`src/rtl/pcu_pkg.sv`:
```
package pcu_pkg;
  typedef enum logic [1:0] {
    SRC_SEQ = 2'd0,
    SRC_BR  = 2'd1,
    SRC_JMP = 2'd2,
    SRC_REG = 2'd3
  } next_src_e;
endpackage

```
`src/rtl/pcu_target_calc.sv`:
```
module pcu_target_calc #(
  parameter int AW = 32,
  parameter int IW = 16,
  parameter int TW = 26
) (
  input  logic [AW-1:0] pc,
  input  logic [IW-1:0] imm,
  input  logic [TW-1:0] jtgt,
  output logic [AW-1:0] seq_addr,
  output logic [AW-1:0] br_addr,
  output logic [AW-1:0] jmp_addr
);
  localparam int RW = AW - TW - 2;   // region bits kept from the PC
  localparam int XW = AW - IW;       // sign-extension width

  logic [AW-1:0] imm_ext;
  logic [AW-1:0] imm_word;

  assign seq_addr = pc + AW'(4);
  assign imm_ext  = {{XW{imm[IW-1]}}, imm};
  assign imm_word = {imm_ext[AW-3:0], 2'b00};
  assign br_addr  = seq_addr + imm_word;

  generate
    if (RW > 0) begin : g_region
      assign jmp_addr = {pc[AW-1 -: RW], jtgt, 2'b00};
    end else begin : g_noregion
      assign jmp_addr = {jtgt[AW-3:0], 2'b00};
    end
  endgenerate
endmodule

```
`src/rtl/pcu_next_sel.sv`:
```
module pcu_next_sel
  import pcu_pkg::*;
(
  input  logic      br_req,
  input  logic      br_ne,
  input  logic      alu_zero,
  input  logic      jmp_req,
  input  logic      jreg_req,
  output next_src_e src
);
  logic br_taken;

  always_comb begin
    if (br_ne) br_taken = br_req & ~alu_zero;
    else       br_taken = br_req &  alu_zero;
  end

  always_comb begin
    if (jreg_req)      src = SRC_REG;
    else if (jmp_req)  src = SRC_JMP;
    else if (br_taken) src = SRC_BR;
    else               src = SRC_SEQ;
  end
endmodule

```
`src/rtl/pcu_pc_reg.sv`:
```
module pcu_pc_reg #(
  parameter int          AW         = 32,
  parameter logic [31:0] RESET_ADDR = 32'h0000_0000
) (
  input  logic          clk,
  input  logic          rst,
  input  logic [AW-1:0] d,
  output logic [AW-1:0] q
);
  always_ff @(posedge clk) begin
    if (rst) q <= AW'(RESET_ADDR);
    else     q <= d;
  end
endmodule

```
`src/rtl/pcu_fetch_next.sv`:
```
module pcu_fetch_next
  import pcu_pkg::*;
#(
  parameter int          AW         = 32,
  parameter int          IW         = 16,
  parameter int          TW         = 26,
  parameter logic [31:0] RESET_ADDR = 32'h0000_0000
) (
  input  logic          clk,
  input  logic          rst,
  input  logic [IW-1:0] imm_i,
  input  logic [TW-1:0] jtgt_i,
  input  logic          br_req,
  input  logic          br_ne,
  input  logic          alu_zero,
  input  logic          jmp_req,
  input  logic          jreg_req,
  input  logic [AW-1:0] reg_val_i,
  output logic [AW-1:0] pc_o,
  output logic [AW-1:0] pc_plus4_o
);
  logic [AW-1:0] pc_q;
  logic [AW-1:0] seq_addr;
  logic [AW-1:0] br_addr;
  logic [AW-1:0] jmp_addr;
  logic [AW-1:0] next_pc;
  next_src_e     src;

  pcu_target_calc #(.AW(AW), .IW(IW), .TW(TW)) u_calc (
    .pc       (pc_q),
    .imm      (imm_i),
    .jtgt     (jtgt_i),
    .seq_addr (seq_addr),
    .br_addr  (br_addr),
    .jmp_addr (jmp_addr)
  );

  pcu_next_sel u_sel (
    .br_req   (br_req),
    .br_ne    (br_ne),
    .alu_zero (alu_zero),
    .jmp_req  (jmp_req),
    .jreg_req (jreg_req),
    .src      (src)
  );

  always_comb begin
    unique case (src)
      SRC_REG: next_pc = reg_val_i;
      SRC_JMP: next_pc = jmp_addr;
      SRC_BR:  next_pc = br_addr;
      default: next_pc = seq_addr;
    endcase
  end

  pcu_pc_reg #(.AW(AW), .RESET_ADDR(RESET_ADDR)) u_pc (
    .clk (clk),
    .rst (rst),
    .d   (next_pc),
    .q   (pc_q)
  );

  assign pc_o       = pc_q;
  assign pc_plus4_o = seq_addr;
endmodule

```
`config.mk`:
```
export PLATFORM = sky130hd
export DESIGN_NAME = pcu_fetch_next
export DESIGN_NICKNAME = d
export VERILOG_FILES = /design/src/rtl/pcu_pkg.sv /design/src/rtl/pcu_target_calc.sv /design/src/rtl/pcu_next_sel.sv /design/src/rtl/pcu_pc_reg.sv /design/src/rtl/pcu_fetch_next.sv
export SDC_FILE = /design/constraint.sdc
export NUM_CORES = 1
export LEC_CHECK = 0
export BUFFER_PORTS_ARGS = -buffer_cell sky130_fd_sc_hd__buf_2
export CORE_AREA = 2 2 106 108
export DETAILED_ROUTE_END_ITERATION = 16
export DIE_AREA = 0 0 108 110
export SYNTH_ARGS = -nofsm -noshare
export SYNTH_HDL_FRONTEND = slang
export SYNTH_SLANG_ARGS = --single-unit
```
`constraint.sdc`:
```
create_clock -name clk -period 4 [get_ports clk]
set_clock_uncertainty 0.05 [all_clocks]
set_input_delay 0.2 -clock clk [delete_from_list [all_inputs] [get_ports clk]]
set_output_delay 0.2 -clock clk [all_outputs]
set_load 0.03 [all_outputs]
```
# After elaboration in Yosys (flattened, before gate mapping)
# Cells that the tools add are included.
dict set report totals {
  ff_bits 32
  mem_count 0
  mem_bits_ro 0
  mem_bits_rw 0
  latch_bits 0
  input_bits 81
  out_inout_bits 64
}
dict set report op_classes {
  n_div 0
  mul 0
  n_reduce_logical 0
  n_shift 0
  n_eq_ne 3
  bitwise 3
  mux 5
  addsub 2
  order_cmp 0
}
# cell n
set ops {}
lappend ops {{32-bit case mux with 3 select lines} 1}
lappend ops {{32-bit by 3-bit adder with 32-bit output (second input constant)} 1}
lappend ops {{32-bit adder} 1}
lappend ops {{2-bit == test (second input constant)} 2}
lappend ops {{2-bit two-way mux} 2}
lappend ops {{1-bit bitwise AND} 2}
lappend ops {{2-bit by 1-bit == test with 1-bit output (second input constant)} 1}
lappend ops {{1-bit two-way mux} 2}
lappend ops {{1-bit NOT} 1}

# Logic depth before layout (Yosys ltp)
dict set report logic_depth {
  word_depth 8
  ltp_mapped 16
}

# By module
# From an unflattened synthesis, not the netlist that was laid out.
dict set report unflattened {
  cells_unflattened 453
  area_unflattened_um2 4105.2
}
# module seq_area_each_um2 area_each_um2 instances cells_per_inst
set by_module_without_submodules {}
lappend by_module_without_submodules {pcu_target_calc 0.0 2399.8 1 343}
lappend by_module_without_submodules {pcu_pc_reg 640.6 863.3 1 67}
lappend by_module_without_submodules {pcu_fetch_next 0.0 814.5 1 39}
lappend by_module_without_submodules {pcu_next_sel 0.0 27.5 1 4}

# Least setup slack after synthesis
# OpenSTA, ideal clock, no wires.
dict set report synth_path {
  path_type {reg2reg}
  start {register u_pc.q[2]}
  end {register u_pc.q[31]}
  n_path_buf 0
  setup_ns 0.127
  t_arrival_ns 4.322
  period_less_slack_ns 4.499
  path_slack_ns -0.499
  stages_incl_launch_ff 15
  path_cell_list {dfxtp_1 -> ha_1 -> nand4_1 -> or4_1 -> nor2_1 -> xor2_1 -> ha_1 -> a21o_1 -> a21o_1 -> a21o_1 -> or4_1 -> nand2_1 -> o21ai_1 -> and4_4 -> or3_1}
}
dict set report synth_via {
  elab_chain_len 3
}
# item line_no
set synth_lines {}
lappend synth_lines {{start, declared} pcu_pc_reg.sv:8} ;# output logic [AW-1:0] q
lappend synth_lines {{start signal, assigned} pcu_pc_reg.sv:11} ;# if (rst) q <= AW'(RESET_ADDR);
lappend synth_lines {{32-bit by 3-bit adder with 32-bit output} pcu_target_calc.sv:19} ;# assign seq_addr = pc + AW'(4);
lappend synth_lines {{named net pc_plus4_o[24]} pcu_fetch_next.sv:20} ;# output logic [AW-1:0] pc_plus4_o
lappend synth_lines {{32-bit adder} pcu_target_calc.sv:22} ;# assign br_addr = seq_addr + imm_word;
lappend synth_lines {{32-bit case mux with 3 select lines} pcu_fetch_next.sv:48} ;# unique case (src)
# The timed path passes the listed nets, and every way through them passes these cells.
# A chain may end at the register's enable or synchronous reset.

# Worst setup path after layout
dict set report layout_path {
  start {register u_pc.q[2]}
  end {register u_pc.q[31]}
}
dict set report layout_via {
  elab_chain_len 3
}
# item line_no
set layout_lines {}
lappend layout_lines {{32-bit by 3-bit adder with 32-bit output (*)} pcu_target_calc.sv:19}
lappend layout_lines {{32-bit adder} pcu_target_calc.sv:22}
lappend layout_lines {{32-bit case mux with 3 select lines (*)} pcu_fetch_next.sv:48}
# Mark *: on every way between the ends. The rest lies on a longest branch, timed or not.

==> metrics.md <==
| Metric | Value |
|---|---|
| CTS tree | built |
| Largest net degree at the start of global routing | 50 |
| Initial DRC Count | 230 |
| Non-filler cells, final | 783 |
| Critical setup path kind | reg -> reg |
| Hold Violations, Final | 0 |
| Least-Margin Pin Slew | 1040 ps |
| Synth Flop Type | dfxtp_1 |
| P&R area growth vs syn | 32.7% |
| Multi-input combinational cell area | 3050 sq um |
| Final Power | 0.00135 W |
| Reg2reg start | u_pc.q[2]$_SDFF_PP0_ |
| Final setup vio count | 0 |
| MaxCap Viol Count | 0 |
| R2R cell count | 14 |
| Ant. Diodes | 0 |
| Crit path DAT | 3980 ps |
| Gr ovfl total | 0 |
| Crit path time final | 3840 ps |
| Fraction of layout cells with a size suffix above 1 | 33.4% |
| Critical Path RT | 4140 ps |
| Clk sinks | 32 |
| Min-delay src | reg_val_i[1] |
| Die width | 108 um |
| Fillcell total | 1140 |
| Hold Crit Class | in -> reg |
| Syn Inst Count | 498 |
| GRT Resource Usage Total | 24.2% |
| Hold path endpoint | u_pc.q[1]$_SDFFE_PP0P_ |
| Top flop regs | u_pc.q (32) |
| CP endpoint kind | register |
| Leakage power | 2.34 nW |
| Syn avg cell area | 7.45 sq um |
| RSZ-0062 raised after global routing | yes |
| Initial antenna violation count | 0 |
| H-tree depth | 2 |
| Clock Pin Slew Worst Setup and Hold Paths | 80 ps |
| Yosys cell types | 58 |
| I/O pin cnt | 145 |
| R2R Setup Slk | 160 ps |
| CTS Buffer Depth | 2 |
| Worst-Skew Late Latency | 310 ps |
| Worst slew margin | 30.4% |
| Post-synth ARST share | 0% |
| DPL Wire Length | 11.2 mm |
| Final WL | 14.5 mm |
| Mapped Area | 3710 sq um |
| Area of the core | 10700 sq um |
| Total CTS buffers | 5 |
| Area occupied by registers | 657 sq um |
| Design Area, Final | 4920 sq um |
| Fin Setup TNS | 0 ps |
| Placed Instances | 774 |
| Vias | 4441 |
| Crit start category | register |
| Post-route ant nets | 0 |
| Post-synthesis sequential area ratio | 17.3% |
| Residual DRC | 0 |
| DIE HEIGHT | 110 um |
| Number of vias per cell | 5.67 |
| Hold Path Cell Cnt | 3 |
| Largest Register | u_pc.q |
| Fin. max-slew vios | 0 |
| Synth Warn # | 0 |
| Core Util, Final | 46.0% |
| Synthesized net count | 613 |
| First-pass GRT wire length | 22.2 mm |
| Initial core utilization | 34.7% |
| Fmax | 260 MHz |
| Register bit total from synthesis | 32 |
| Largest register FFs | 32 |
| Outcome | finished, final reports clean |
| Fin crit share | 96.0% |
| CP Max Fanout | 6 |
| Post-synth EDFFs | 0 |
| DR pass1 iterations | 5 |
| PortBufs | 144 |
| Wirelength per Cell | 18.5 um |
| Max IR drop VDD | 0.000145 V |
| FF-to-FF End | u_pc.q[31]$_SDFFE_PP0N_ |
| Vias in the first global route | 4422 |
| CTS Root Cell | clkbuf_8 |
| Pwr Density | 274 nW/um^2 |
| Num rows | 38 |
| Die footprint | 11900 sq um |
| Global placer's final weighted congestion | 0.936 |
| Placed inst area | 4740 sq um |
| Fin nets | 757 |
==> worst max path at each step <==
stage                                     from  slack (ps)  depth (start not counted)                       to
final                     u_pc.q[2]$_SDFF_PP0_         160                         14  u_pc.q[31]$_SDFFE_PP0N_
after global routing      u_pc.q[5]$_SDFF_PP0_         -20                         14    u_pc.q[20]$_SDFF_PP0_
after CTS                 u_pc.q[2]$_SDFF_PP0_          90                         14  u_pc.q[31]$_SDFFE_PP0N_
after detailed placement  u_pc.q[2]$_SDFF_PP0_         130                         14  u_pc.q[31]$_SDFFE_PP0N_
after global placement    u_pc.q[2]$_SDFF_PP0_         180                         14  u_pc.q[31]$_SDFFE_PP0N_
after floorplan           u_pc.q[8]$_SDFF_PP0_           2                         15  u_pc.q[31]$_SDFFE_PP0N_
==> cell type report <==
type,count,area share [%]
clock buffers,5,1.40
repair buffers,163,17.5
clock inverters,3,0.483
flip-flops and latches,32,13.3
inverters,22,1.68
multi-input cells,418,62.0
well taps,140,3.56
==> repair_timing <==
item | 4_1_cts | 5_1_grt
setup buffers | 0 | 1
endpoints found under the setup margin | 0 | 9
hold buffers | 0 | 0
gates resized for setup | 0 | 20
==> cell usage in the layout (no fill, tap or decap), drive strengths merged, types with 12 or more instances in the layout <==
master	Yosys	routed
buf	5	163
nor2	41	41
nand3	13	13
o21ai	31	31
xor2	22	22
a21oi	44	44
nor3	23	23
xnor2	31	31
nand2	45	45
a21o	12	12
ha	33	33
inv	22	22
a221o	12	12
dfxtp	32	32
nand4	16	16
==> cells in the mapped netlist, types with 8 or more instances <==
cell type | n | area share, %
a21oi_1 | 44 | 5.9
nand4_1 | 15 | 2.5
nor3_1 | 21 | 2.8
o21ai_0 | 29 | 3.9
nand2_1 | 45 | 4.6
ha_1 | 33 | 11
dfxtp_1 | 32 | 17
inv_1 | 22 | 2.2
xnor2_1 | 30 | 7.1
clkbuf_1 | 21 | 2.1
a221o_1 | 12 | 3.2
xor2_1 | 22 | 5.2
a21o_1 | 12 | 2.4
a211oi_1 | 8 | 1.6
nor2_1 | 41 | 4.1
nand3_1 | 10 | 1.3
==> kinds of logic after synthesis <==
group | Yosys count | share of synthesized area [%]
AND/OR/NAND/NOR | 175 | 24.8
AO/OA/AOI/OAI | 154 | 27.7
XOR/XNOR | 53 | 13.0
buffers and inverters | 48 | 5.06
adder cells (fa/ha/maj) | 34 | 11.7
flip-flops | 32 | 17.3
multiplexers | 2 | 0.540
==> metrics by stage <==
stage / hold WS [ps] / setup WS [ps]
after floorplan: 292 / 1.52
after global placement: 382 / 184
after detailed placement: 395 / 125
after CTS: 66.7 / 94.7
after global routing: 77.4 / -18.8
final: 71.6 / 159
==> routing by layer <==
layer  vias to the layer above  track usage [%]  wire length [um]
met4                         0             10.4               431
met3                        30             3.53               900
met2                       169             43.4              7040
met5                         -                0                 0
met1                      2102             28.8              6130
li1                       2140                -                 -
==> where the power goes <==
| group | leakage [nW] | switching [W] | internal (W) |
|---|---|---|---|
| clock | 0.0404 | 0.000158 | 0.000123 |
| combinational | 2.03 | 0.000422 | 0.000261 |
| sequential | 0.269 | 0.0000391 | 0.000346 |
| total | 2.34 | 0.000620 | 0.000731 |
==> critical path: stages (launching register included) <==
cell,delay [ps]
dfxtp_4,390
ha_4,160
nand4_1,200
or4_4,640
nor2_4,150
xor2_4,200
ha_4,240
a21o_1,150
a21o_1,170
a21o_1,170
or4_1,460
nand2_1,100
o21ai_1,100
and4_4,180
or3_1,350
Power figures use the tool's default switching activity.
